<file path="config.mk">
export PLATFORM = sky130hd
export DESIGN_NAME = uart_tx_status
export DESIGN_NICKNAME = d
export VERILOG_FILES = /design/src/rtl/uart_tx_status_pkg.sv /design/src/rtl/uart_tx_status_data.sv /design/src/rtl/uart_tx_status_ctrl.sv /design/src/rtl/uart_tx_status.sv
export SDC_FILE = /design/constraint.sdc
export NUM_CORES = 1
export LEC_CHECK = 0
export CAP_MARGIN = 10
export CORE_UTILIZATION = 56
export CTS_CLUSTER_DIAMETER = 200
export CTS_CLUSTER_SIZE = 25
export DETAILED_ROUTE_END_ITERATION = 8
export GPL_TIMING_DRIVEN = 0
export PLACE_DENSITY = 0.75
export SYNTH_ARGS = -nofsm -noshare
export SYNTH_HDL_FRONTEND = slang
export SYNTH_SLANG_ARGS = --single-unit
</file>
<file path="constraint.sdc">
create_clock -name clk -period 3.1 [get_ports clk]
set_clock_uncertainty 0.05 [all_clocks]
set_input_delay 0.31 -clock clk [delete_from_list [all_inputs] [get_ports clk]]
set_output_delay 0.31 -clock clk [all_outputs]
set_load 0.05 [all_outputs]
</file>
<file path="src/rtl/uart_tx_status_pkg.sv">
package uart_tx_status_pkg;

  // strobes from the control to the storage datapath, one cycle each
  typedef struct packed {
    logic push;      // store hostData
    logic pop;       // head moves to the shift register
    logic overwrite; // replace the head in place (holding mode, occupied)
    logic flush;     // discard all stored characters
    logic shiftEnd;  // shift register finished its character
  } txStrobe_t;

endpackage

</file>
<file path="src/rtl/uart_tx_status_data.sv">
module uart_tx_status_data
  import uart_tx_status_pkg::*;
#(
  parameter int DATA_W = 8,
  parameter int DEPTH  = 16
) (
  input  logic              clk,
  input  logic              rstN,
  input  logic              fifoMode,
  input  txStrobe_t         strb,
  input  logic [DATA_W-1:0] wrData,
  output logic [DATA_W-1:0] headData,
  output logic              empty,
  output logic              full,
  output logic              shiftBusy
);

  localparam int PTR_W = (DEPTH > 1) ? $clog2(DEPTH) : 1;
  localparam int CNT_W = $clog2(DEPTH + 1);
  localparam logic [CNT_W-1:0] CAP_FIFO = CNT_W'(DEPTH);
  localparam logic [CNT_W-1:0] CAP_HOLD = CNT_W'(1);
  localparam logic [PTR_W-1:0] PTR_LAST = PTR_W'(DEPTH - 1);

  logic [DATA_W-1:0] slotQ [DEPTH];
  logic [PTR_W-1:0]  rdPtr, wrPtr, wrSlot;
  logic [CNT_W-1:0]  count;
  logic              advanceWr;

  function automatic logic [PTR_W-1:0] bump(input logic [PTR_W-1:0] p);
    return (p == PTR_LAST) ? '0 : p + PTR_W'(1);
  endfunction

  assign advanceWr = strb.push && !strb.overwrite;
  assign wrSlot    = strb.overwrite ? rdPtr : wrPtr;

  // one register per slot; only the addressed slot loads
  for (genvar g = 0; g < DEPTH; g++) begin : gSlot
    always_ff @(posedge clk) begin
      if (strb.push && (wrSlot == PTR_W'(g))) slotQ[g] <= wrData;
    end
  end

  always_ff @(posedge clk or negedge rstN) begin
    if (!rstN) begin
      rdPtr <= '0;
      wrPtr <= '0;
      count <= '0;
    end else if (strb.flush) begin
      rdPtr <= '0;
      wrPtr <= '0;
      count <= '0;
    end else begin
      if (strb.pop)  rdPtr <= bump(rdPtr);
      if (advanceWr) wrPtr <= bump(wrPtr);
      case ({advanceWr, strb.pop})
        2'b10:   count <= count + CNT_W'(1);
        2'b01:   count <= count - CNT_W'(1);
        default: count <= count;
      endcase
    end
  end

  // the shift register is busy from a load until its done strobe
  always_ff @(posedge clk or negedge rstN) begin
    if (!rstN)              shiftBusy <= 1'b0;
    else if (strb.pop)      shiftBusy <= 1'b1;
    else if (strb.shiftEnd) shiftBusy <= 1'b0;
  end

  assign headData = slotQ[rdPtr];
  assign empty    = (count == '0);
  assign full     = (count == (fifoMode ? CAP_FIFO : CAP_HOLD));

endmodule

</file>
<file path="src/rtl/uart_tx_status_ctrl.sv">
module uart_tx_status_ctrl
  import uart_tx_status_pkg::*;
(
  input  logic      clk,
  input  logic      rstN,
  input  logic      fifoMode,
  input  logic      hostWrite,
  input  logic      shiftLoad,
  input  logic      shiftDone,
  input  logic      thrIntEn,
  input  logic      iirRead,
  input  logic      iirSelThre,
  input  logic      empty,
  input  logic      full,
  output txStrobe_t strb,
  output logic      txIrq
);

  logic modeQ;   // fifoMode seen last cycle
  logic emptyQ;  // empty flag seen last cycle
  logic enQ;     // enable seen last cycle
  logic pendQ;   // pending holding-empty request
  logic pendNext;
  logic modeChange, emptyRise, enRise, iirClear;

  assign modeChange = (fifoMode != modeQ);
  assign emptyRise  = empty && !emptyQ;
  assign enRise     = thrIntEn && !enQ;
  assign iirClear   = iirRead && iirSelThre;

  always_comb begin
    strb           = '0;
    strb.flush     = modeChange;
    strb.pop       = shiftLoad && !empty && !modeChange;
    strb.push      = hostWrite && !modeChange && (!fifoMode || !full || strb.pop);
    strb.overwrite = strb.push && full && !strb.pop;
    strb.shiftEnd  = shiftDone;
  end

  // priority: disabled, then write, then new empty event, then id read
  always_comb begin
    if (!thrIntEn)                    pendNext = 1'b0;
    else if (strb.push)               pendNext = 1'b0;
    else if (emptyRise)               pendNext = 1'b1;
    else if (enRise && empty)         pendNext = 1'b1;
    else if (iirClear)                pendNext = 1'b0;
    else                              pendNext = pendQ;
  end

  always_ff @(posedge clk or negedge rstN) begin
    if (!rstN) begin
      modeQ  <= 1'b0;
      emptyQ <= 1'b1;
      enQ    <= 1'b0;
      pendQ  <= 1'b0;
    end else begin
      modeQ  <= fifoMode;
      emptyQ <= empty;
      enQ    <= thrIntEn;
      pendQ  <= pendNext;
    end
  end

  assign txIrq = pendQ && thrIntEn;

endmodule

</file>
<file path="src/rtl/uart_tx_status.sv">
module uart_tx_status
  import uart_tx_status_pkg::*;
#(
  parameter int DATA_W = 8,
  parameter int DEPTH  = 16
) (
  input  logic              clk,
  input  logic              rstN,
  input  logic              fifoMode,
  input  logic              hostWrite,
  input  logic [DATA_W-1:0] hostData,
  input  logic              shiftLoad,
  input  logic              shiftDone,
  input  logic              thrIntEn,
  input  logic              iirRead,
  input  logic              iirSelThre,
  output logic [DATA_W-1:0] txData,
  output logic              txAvail,
  output logic              holdEmpty,
  output logic              txEmpty,
  output logic              txIrq
);

  txStrobe_t strb;
  logic      empty, full, shiftBusy;

  uart_tx_status_ctrl u_ctrl (
    .clk        (clk),
    .rstN       (rstN),
    .fifoMode   (fifoMode),
    .hostWrite  (hostWrite),
    .shiftLoad  (shiftLoad),
    .shiftDone  (shiftDone),
    .thrIntEn   (thrIntEn),
    .iirRead    (iirRead),
    .iirSelThre (iirSelThre),
    .empty      (empty),
    .full       (full),
    .strb       (strb),
    .txIrq      (txIrq)
  );

  uart_tx_status_data #(.DATA_W(DATA_W), .DEPTH(DEPTH)) u_data (
    .clk       (clk),
    .rstN      (rstN),
    .fifoMode  (fifoMode),
    .strb      (strb),
    .wrData    (hostData),
    .headData  (txData),
    .empty     (empty),
    .full      (full),
    .shiftBusy (shiftBusy)
  );

  assign txAvail   = !empty;
  assign holdEmpty = empty;
  assign txEmpty   = empty && !shiftBusy;

endmodule

</file>
After elaboration in Yosys (flattened, before gate mapping)
Memories as Yosys holds them, arrays and structs flattened.
Index checks and enable logic that the tools add are counted.
- word-level logic and storage cells: 190
- memories: 1
- output and inout bits: 12
- register bits: 18
- bits in writable memories: 128
- reductions and logical operators: 61
- mux-type cells: 94
- eq/ne operators: 22
- add/subtract/negate cells: 4
- memories (name ; words ; bits a word ; read ports ; clocked after Yosys merged registers in ; write ports ; RTL line ; source):
    u_data.slotQ ; 16 ; 8 ; 1 ; 0 ; 1 ; uart_tx_status_data.sv:24 ; logic [DATA_W-1:0] slotQ [DEPTH];
- operator list (cell ; number):
    $mux 8 ; 15
    $reduce_or 8->1 ; 15
    $mux 4 ; 22
    $mux 1 ; 54
    $eq 4x4->1 const B ; 10
    $logic_and 1x1->1 ; 29
    $eq 4x3->1 const B ; 4
    $mux 5 ; 2
    $pmux 5 s2 ; 1
    $logic_not 1->1 ; 9
    $add 4x1->4 const B ; 2
    $eq 4x2->1 const B ; 2
    $reduce_bool 2->1 ; 3
    $add 5x1->5 const B ; 1
    $eq 5x5->1 ; 1
    $logic_not 5->1 ; 1
    $ne 5x1->1 const B ; 1
    $sub 5x1->5 const B ; 1
    $eq 4x1->1 const B ; 1
    $logic_not 4->1 ; 1
    $reduce_bool 3->1 ; 1
    $eq 2x1->1 const B ; 1
    $eq 2x2->1 const B ; 1
    $logic_or 1x1->1 ; 2
    $ne 1x1->1 ; 1

Longest topological paths before layout
Gate-level depths: netlist of run 1.
- depth after elaboration: 29
- gate-level depth with buffers: 10
- gate-level depth less buffers: 10

Cells and area by module
Synthesis of run 1 repeated with hierarchy kept, for this count alone.
- cells, all modules: 386
- area total of the unflattened synthesis: 6289.8 µm²
- by module, submodules not included (module ; times used ; sequential area each (µm²) ; area each (µm²) ; cells an instance):
    uart_tx_status_data ; 1 ; 4194.0 ; 6050.8 ; 364
    uart_tx_status_ctrl ; 1 ; 101.3 ; 221.5 ; 20
    uart_tx_status ; 1 ; 0.0 ; 17.5 ; 2

Worst setup path before layout of run 1
OpenSTA, ideal clock, no wires.
- kind: flip-flop to flip-flop
- start: register u_data.count[1]
- end: register u_data.count[4]
- clock period less this slack: 2.821 ns
- data arrival time: 2.683 ns
- library setup time: 0.088 ns
- stages on the path, launching flop included: 11
- path slack: 0.279 ns
- buffers on the path: 0
- required time: 2.962 ns
- cells stage by stage: dfrtp_1 or3_4 o21ai_1 or3_1 inv_1 ha_1 nor2b_1 o21a_1 or4_1 nand3_1 nor3b_1
- cells in the longest elaborated chain, start to end: 13
- elaborated cells on any way between the ends: 21
- classes of those cells: add/sub: 2; eq/ne: 3; mux: 2; reduce/logical: 14
- RTL lines (element ; RTL line ; source):
    start, declared ; uart_tx_status_data.sv:26 ; logic [CNT_W-1:0] count;
    start signal, assigned ; uart_tx_status_data.sv:56 ; 2'b10: count <= count + CNT_W'(1);
    start signal, assigned ; uart_tx_status_data.sv:57 ; 2'b01: count <= count - CNT_W'(1);
    start signal, assigned ; uart_tx_status_data.sv:58 ; default: count <= count;
    $logic_not 5->1 ; uart_tx_status_data.sv:71 ; assign empty = (count == '0);
    $logic_not 1->1 ; uart_tx_status_ctrl.sv:34 ; strb.pop = shiftLoad && !empty && !modeChange;
    $logic_and 1x1->1 (2 in a row) ; uart_tx_status_ctrl.sv:34 ;
    $logic_or 1x1->1 ; uart_tx_status_ctrl.sv:35 ; strb.push = hostWrite && !modeChange && (!fifoMode || !full || strb.pop);
    $logic_and 1x1->1 ; uart_tx_status_ctrl.sv:35 ;
    $logic_and 1x1->1 (2 in a row) ; uart_tx_status_ctrl.sv:36 ; strb.overwrite = strb.push && full && !strb.pop;
    $logic_not 1->1 ; uart_tx_status_data.sv:33 ; assign advanceWr = strb.push && !strb.overwrite;
    $logic_and 1x1->1 ; uart_tx_status_data.sv:33 ;
    $eq 2x1->1 or $eq 2x2->1 (tied branches) ; uart_tx_status_data.sv:55 ; case ({advanceWr, strb.pop})
    $pmux 5 s2 ; uart_tx_status_data.sv:55 ;
    $mux 5 ; uart_tx_status_data.sv:48 ; end else if (strb.flush) begin
Parallel ways exist; a longest one is shown, timed or not.
A chain may end at the register's enable or synchronous reset.

Worst setup path after layout of run 1
- start: register u_data.count[1]
- end: memory u_data.slotQ[3][3], enable pin
- cells in the longest elaborated chain, start to end: 29
- elaborated cells on any way between the ends: 122
- classes of those cells: eq/ne: 16; mux: 63; reduce/logical: 43
- RTL lines (element ; RTL line ; source):
    $logic_not 5->1 ; uart_tx_status_data.sv:71 ;
    $logic_not 1->1 ; uart_tx_status_ctrl.sv:34 ;
    $logic_and 1x1->1 (2 in a row) ; uart_tx_status_ctrl.sv:34 ;
    $logic_or 1x1->1 ; uart_tx_status_ctrl.sv:35 ;
    $logic_and 1x1->1 ; uart_tx_status_ctrl.sv:35 ;
    $logic_and 1x1->1 (2 in a row) ; uart_tx_status_ctrl.sv:36 ;
    $mux 4 ; uart_tx_status_data.sv:34 ; assign wrSlot = strb.overwrite ? rdPtr : wrPtr;
    $eq 4x1->1 ; uart_tx_status_data.sv:39 ; if (strb.push && (wrSlot == PTR_W'(g))) slotQ[g] <= wrData;
    $logic_and 1x1->1 ; uart_tx_status_data.sv:39 ;
    $mux 1 ; uart_tx_status_data.sv:39 ;
    $mux 1 (implied by the code) ; uart_tx_status_data.sv:39 ;
    $reduce_or 8->1 (no line) ; n/a ;
    $mux 4 (no line) or $mux 1 (tied branches) (15 in a row) ; n/a ;
    end, declared ; uart_tx_status_data.sv:24 ;
Parallel ways exist; a longest one is shown, timed or not.

==> results.py, run 1 <==
metrics = {
    "place": {
        "numPlacedInstances": 571,
        "hpwl_um": 8480,
        "io_buffers": 28,
        "placed_cell_area_um2": 6680,
        "routabilityCongestion": 0.816,
    },
    "min_path": {
        "hp-class": "primary input to async pin",
    },
    "finish": {
        "final_cells": 603,
        "drive_above_1_share": 0.238,
        "diodes": 0,
        "nFillCells": 779,
        "finalInstanceArea_um2": 7360,
        "regArea_um2": 4300,
        "nets": 473,
        "syn_to_final_growth_pct": 18.3,
        "multi_input_comb_area_um2": 1900,
    },
    "floorplan": {
        "dieHeight_um": 107,
        "io_pins": 29,
        "start_util": 0.574,
        "rows": 38,
        "fp.coreArea_um2": 10800,
        "die_w_um": 107,
        "die_area_um2": 11500,
    },
    "power": {
        "leakagePower_nw": 2.44,
        "power_density_nw_per_um2": 746,
        "p_total_mw": 5.49,
        "vdd_drop_max_v": 0.000434,
    },
    "worst_setup_path": {
        "crit_path_start_kind": "register",
        "cp_slowest_stage_delay_ns": 0.51,
        "crit_family": "simple AND/OR/NAND/NOR gates",
        "path_buf_inv": 1,
        "crit_chain": "or3_4 -> or4_1 -> clkbuf_2 -> nor3_1 -> o21ai_0 -> nor2_2",
        "end_kind": "register",
        "critPathRequiredTime_ns": 3.21,
        "crit_type": "register to register",
        "path_max_fanout": 8,
        "cp_slowest_cell": "or4_1",
        "crit_arrival_ns": 3.29,
    },
    "drt": {
        "firstDrtPassIters": 5,
        "totalWireLength_um": 13200,
        "wl_per_cell_um": 21.9,
        "detail-route-antenna-nets": 0,
        "via_count": 3714,
        "drc": 0,
        "drt_iter0_markers": 332,
        "via_per_inst": 6.16,
    },
    "yosys": {
        "synth_flop_cell": "edfxtp_1",
        "synth.distinct_cells": 53,
        "avgSynthCellArea_um2": 15.5,
        "ys_warn_count": 0,
        "synthCells": 403,
        "synth-seq-cells": 146,
        "synthArstFlopShare": 0.123,
        "yosysTopAreaCell": "edfxtp_1",
        "yosysSeqAreaShare": 0.690,
        "synth-edff-count": 128,
        "synthTopCellsByArea": "edfxtp_1 (62%), dfrtp_1 (6.8%), mux4_2 (5.8%), mux2i_1 (4.2%), a21oi_1 (2.0%)",
        "netlist.area_leader.share": 0.617,
        "netlist_area_um2": 6230,
        "synth_nets": 426,
    },
    "sta": {
        "hold_violations": 0,
        "finalCritPeriodShare": 1.02,
        "slew_headroom": 0.246,
        "hold_slack_ns": 0.215,
        "max_clock_freq_mhz": 315,
        "worst_slew_pin_slew_ns": 1.12,
        "setup_violations": 32,
        "slew_viol_final": 0,
        "worst_slack_ns": -0.0765,
        "grt_setup_unrepaired": "yes",
        "layout_min_cycle_time_ns": 3.18,
    },
    "grt": {
        "grt_use_total": 0.248,
        "grt_pass1_wl_um": 20200,
        "grt_max_degree": 19,
        "antenna_found_initial": 0,
        "grt_overflow_total": 0,
        "grt_pass1_vias": 3713,
    },
    "clocking": {
        "clock-sinks": 146,
        "clock_path_buffers": 2,
        "path_clk_slew_ns": 0.06,
        "clk_latency_ns": 0.52,
        "root_buffer": "clkbuf_8",
        "ctsHtreeMaxLevel": 4,
        "cts-buffers-inserted": 17,
        "cts_tree": "done",
    },
    "run_status": {
        "status": "finished with violations",
        "violations": "negative setup slack",
    },
    "flow_run": {
        "maxCapViolations": 0,
    },
}
==> through the flow <==
| step | setup TNS [ns] | util | setup slack [ns] |
|---|---|---|---|
| 6_report | -1.61 | 0.679 | -0.0765 |
| 5_1_grt | -5.41 | 0.679 | -0.130 |
| 4_1_cts | -1.57 | 0.674 | -0.104 |
| 3_5_place_dp | -42.51 | 0.616 | -0.421 |
| 3_3_place_gp | -33.08 | 0.616 | -0.355 |
| 2_1_floorplan | 0 | - | 0.279 |
==> Yosys cell counts, drive strengths merged (6+ instances only) <==
library cell and n:
dfrtp 17, a21oi 25, mux2 8, clkbuf 10, o21ai 25, nor2 26
edfxtp 128, a22oi 8, nor3b 6, buf 9, inv 10, a31oi 6
nand2 22, a221oi 8, mux4 16, mux2i 26
==> sequential cells by signal, indices dropped and copies added, names as in the netlist <==
| name | flops |
|---|---|
| u_ctrl.emptyQ | 1 |
| u_ctrl.enQ | 1 |
| u_ctrl.modeQ | 1 |
| u_ctrl.pendQ | 1 |
| u_data.count | 5 |
| u_data.rdPtr | 4 |
| u_data.shiftBusy | 1 |
| u_data.slotQ | 128 |
| u_data.wrPtr | 4 |
==> per-layer routing <==
metal	global-route usage	share of wire
met3	0.0599	0.059
met5	0	0
met4	0.102	0.022
met1	0.320	0.41
met2	0.405	0.50
==> final timing paths <==
path	startpoint	to	slack (ns)	cells past startpoint
hold reg to reg	u_data.shiftBusy$_DFFE_PN0P_	u_data.shiftBusy$_DFFE_PN0P_	0.48	2
hold / removal	rstN	u_data.count[0]$_DFFE_PN0P_	0.21	1
max in group asynchronous	rstN	u_data.rdPtr[2]$_DFFE_PN0P_	2.27	1
setup / recovery	u_data.count[1]$_DFFE_PN0P_	u_data.slotQ[3][3]$_DFFE_PP_	-0.08	6
setup reg to reg	u_data.count[1]$_DFFE_PN0P_	u_data.slotQ[3][3]$_DFFE_PP_	-0.08	6
min in group clk	thrIntEn	u_ctrl.enQ$_DFF_PN0_	0.25	1
==> cells by family after synthesis <==
group,share of synthesized area
and+or+nand+nor,0.0691
AOI/OAI and AO/OA,0.0836
xor gates and xnor gates,0.00844
buffers and inverters,0.0217
muxes,0.114
adders and majority gates,0.0133
DFF,0.690
==> repair_timing <==
action                     CTS  global route
setup endpoints to repair   97            81
gates resized for setup     46            29
hold buffers                 0             0
buffers inserted             0             0
==> placed cells by master, fill, tap and decap left out, drive strengths merged, types with 4 or more instances in the layout <==
cell type,count
nor2,26
a21oi,25
o21ai,25
inv,13
clkdlybuf4s50,20
ha,5
a221oi,8
mux2,8
nand2,22
edfxtp,128
clkbuf,27
nor3b,6
dfrtp,17
a22oi,8
clkinv,5
mux2i,26
clkinvlp,6
xnor2,4
buf,11
clkdlybuf4s15,5
a31oi,6
mux4,16
==> area by class of cell <==
type,instances,area share
Clock buffer,17,0.0562
Tap cell,140,0.0238
Sequential cell,146,0.583
Multi-Input combinational cell,228,0.258
Inverter,10,0.00510
Timing Repair Buffer,28,0.0375
Buffer,19,0.0177
Clock inverter,15,0.0185
==> power breakdown <==
| group | internal [mW] | total [mW] | switching (mW) |
|---|---|---|---|
| Sequential | 2.20 | 2.25 | 0.0487 |
| Clock | 1.07 | 1.89 | 0.820 |
| Combinational | 0.545 | 1.35 | 0.806 |
Power figures use the tool's default switching activity.
==> run 2: changes to the inputs <==
--- a/config.mk
+++ b/config.mk
@@ -5,13 +5,13 @@
 export SDC_FILE = /design/constraint.sdc
 export NUM_CORES = 1
 export LEC_CHECK = 0
-export CAP_MARGIN = 10
 export CORE_UTILIZATION = 56
 export CTS_CLUSTER_DIAMETER = 200
 export CTS_CLUSTER_SIZE = 25
 export DETAILED_ROUTE_END_ITERATION = 8
 export GPL_TIMING_DRIVEN = 0
 export PLACE_DENSITY = 0.75
+export SLEW_MARGIN = 20
 export SYNTH_ARGS = -nofsm -noshare
 export SYNTH_HDL_FRONTEND = slang
 export SYNTH_SLANG_ARGS = --single-unit
==> results of run 2 <==
Final layout, timing and power as in run 1 (identical DEF).
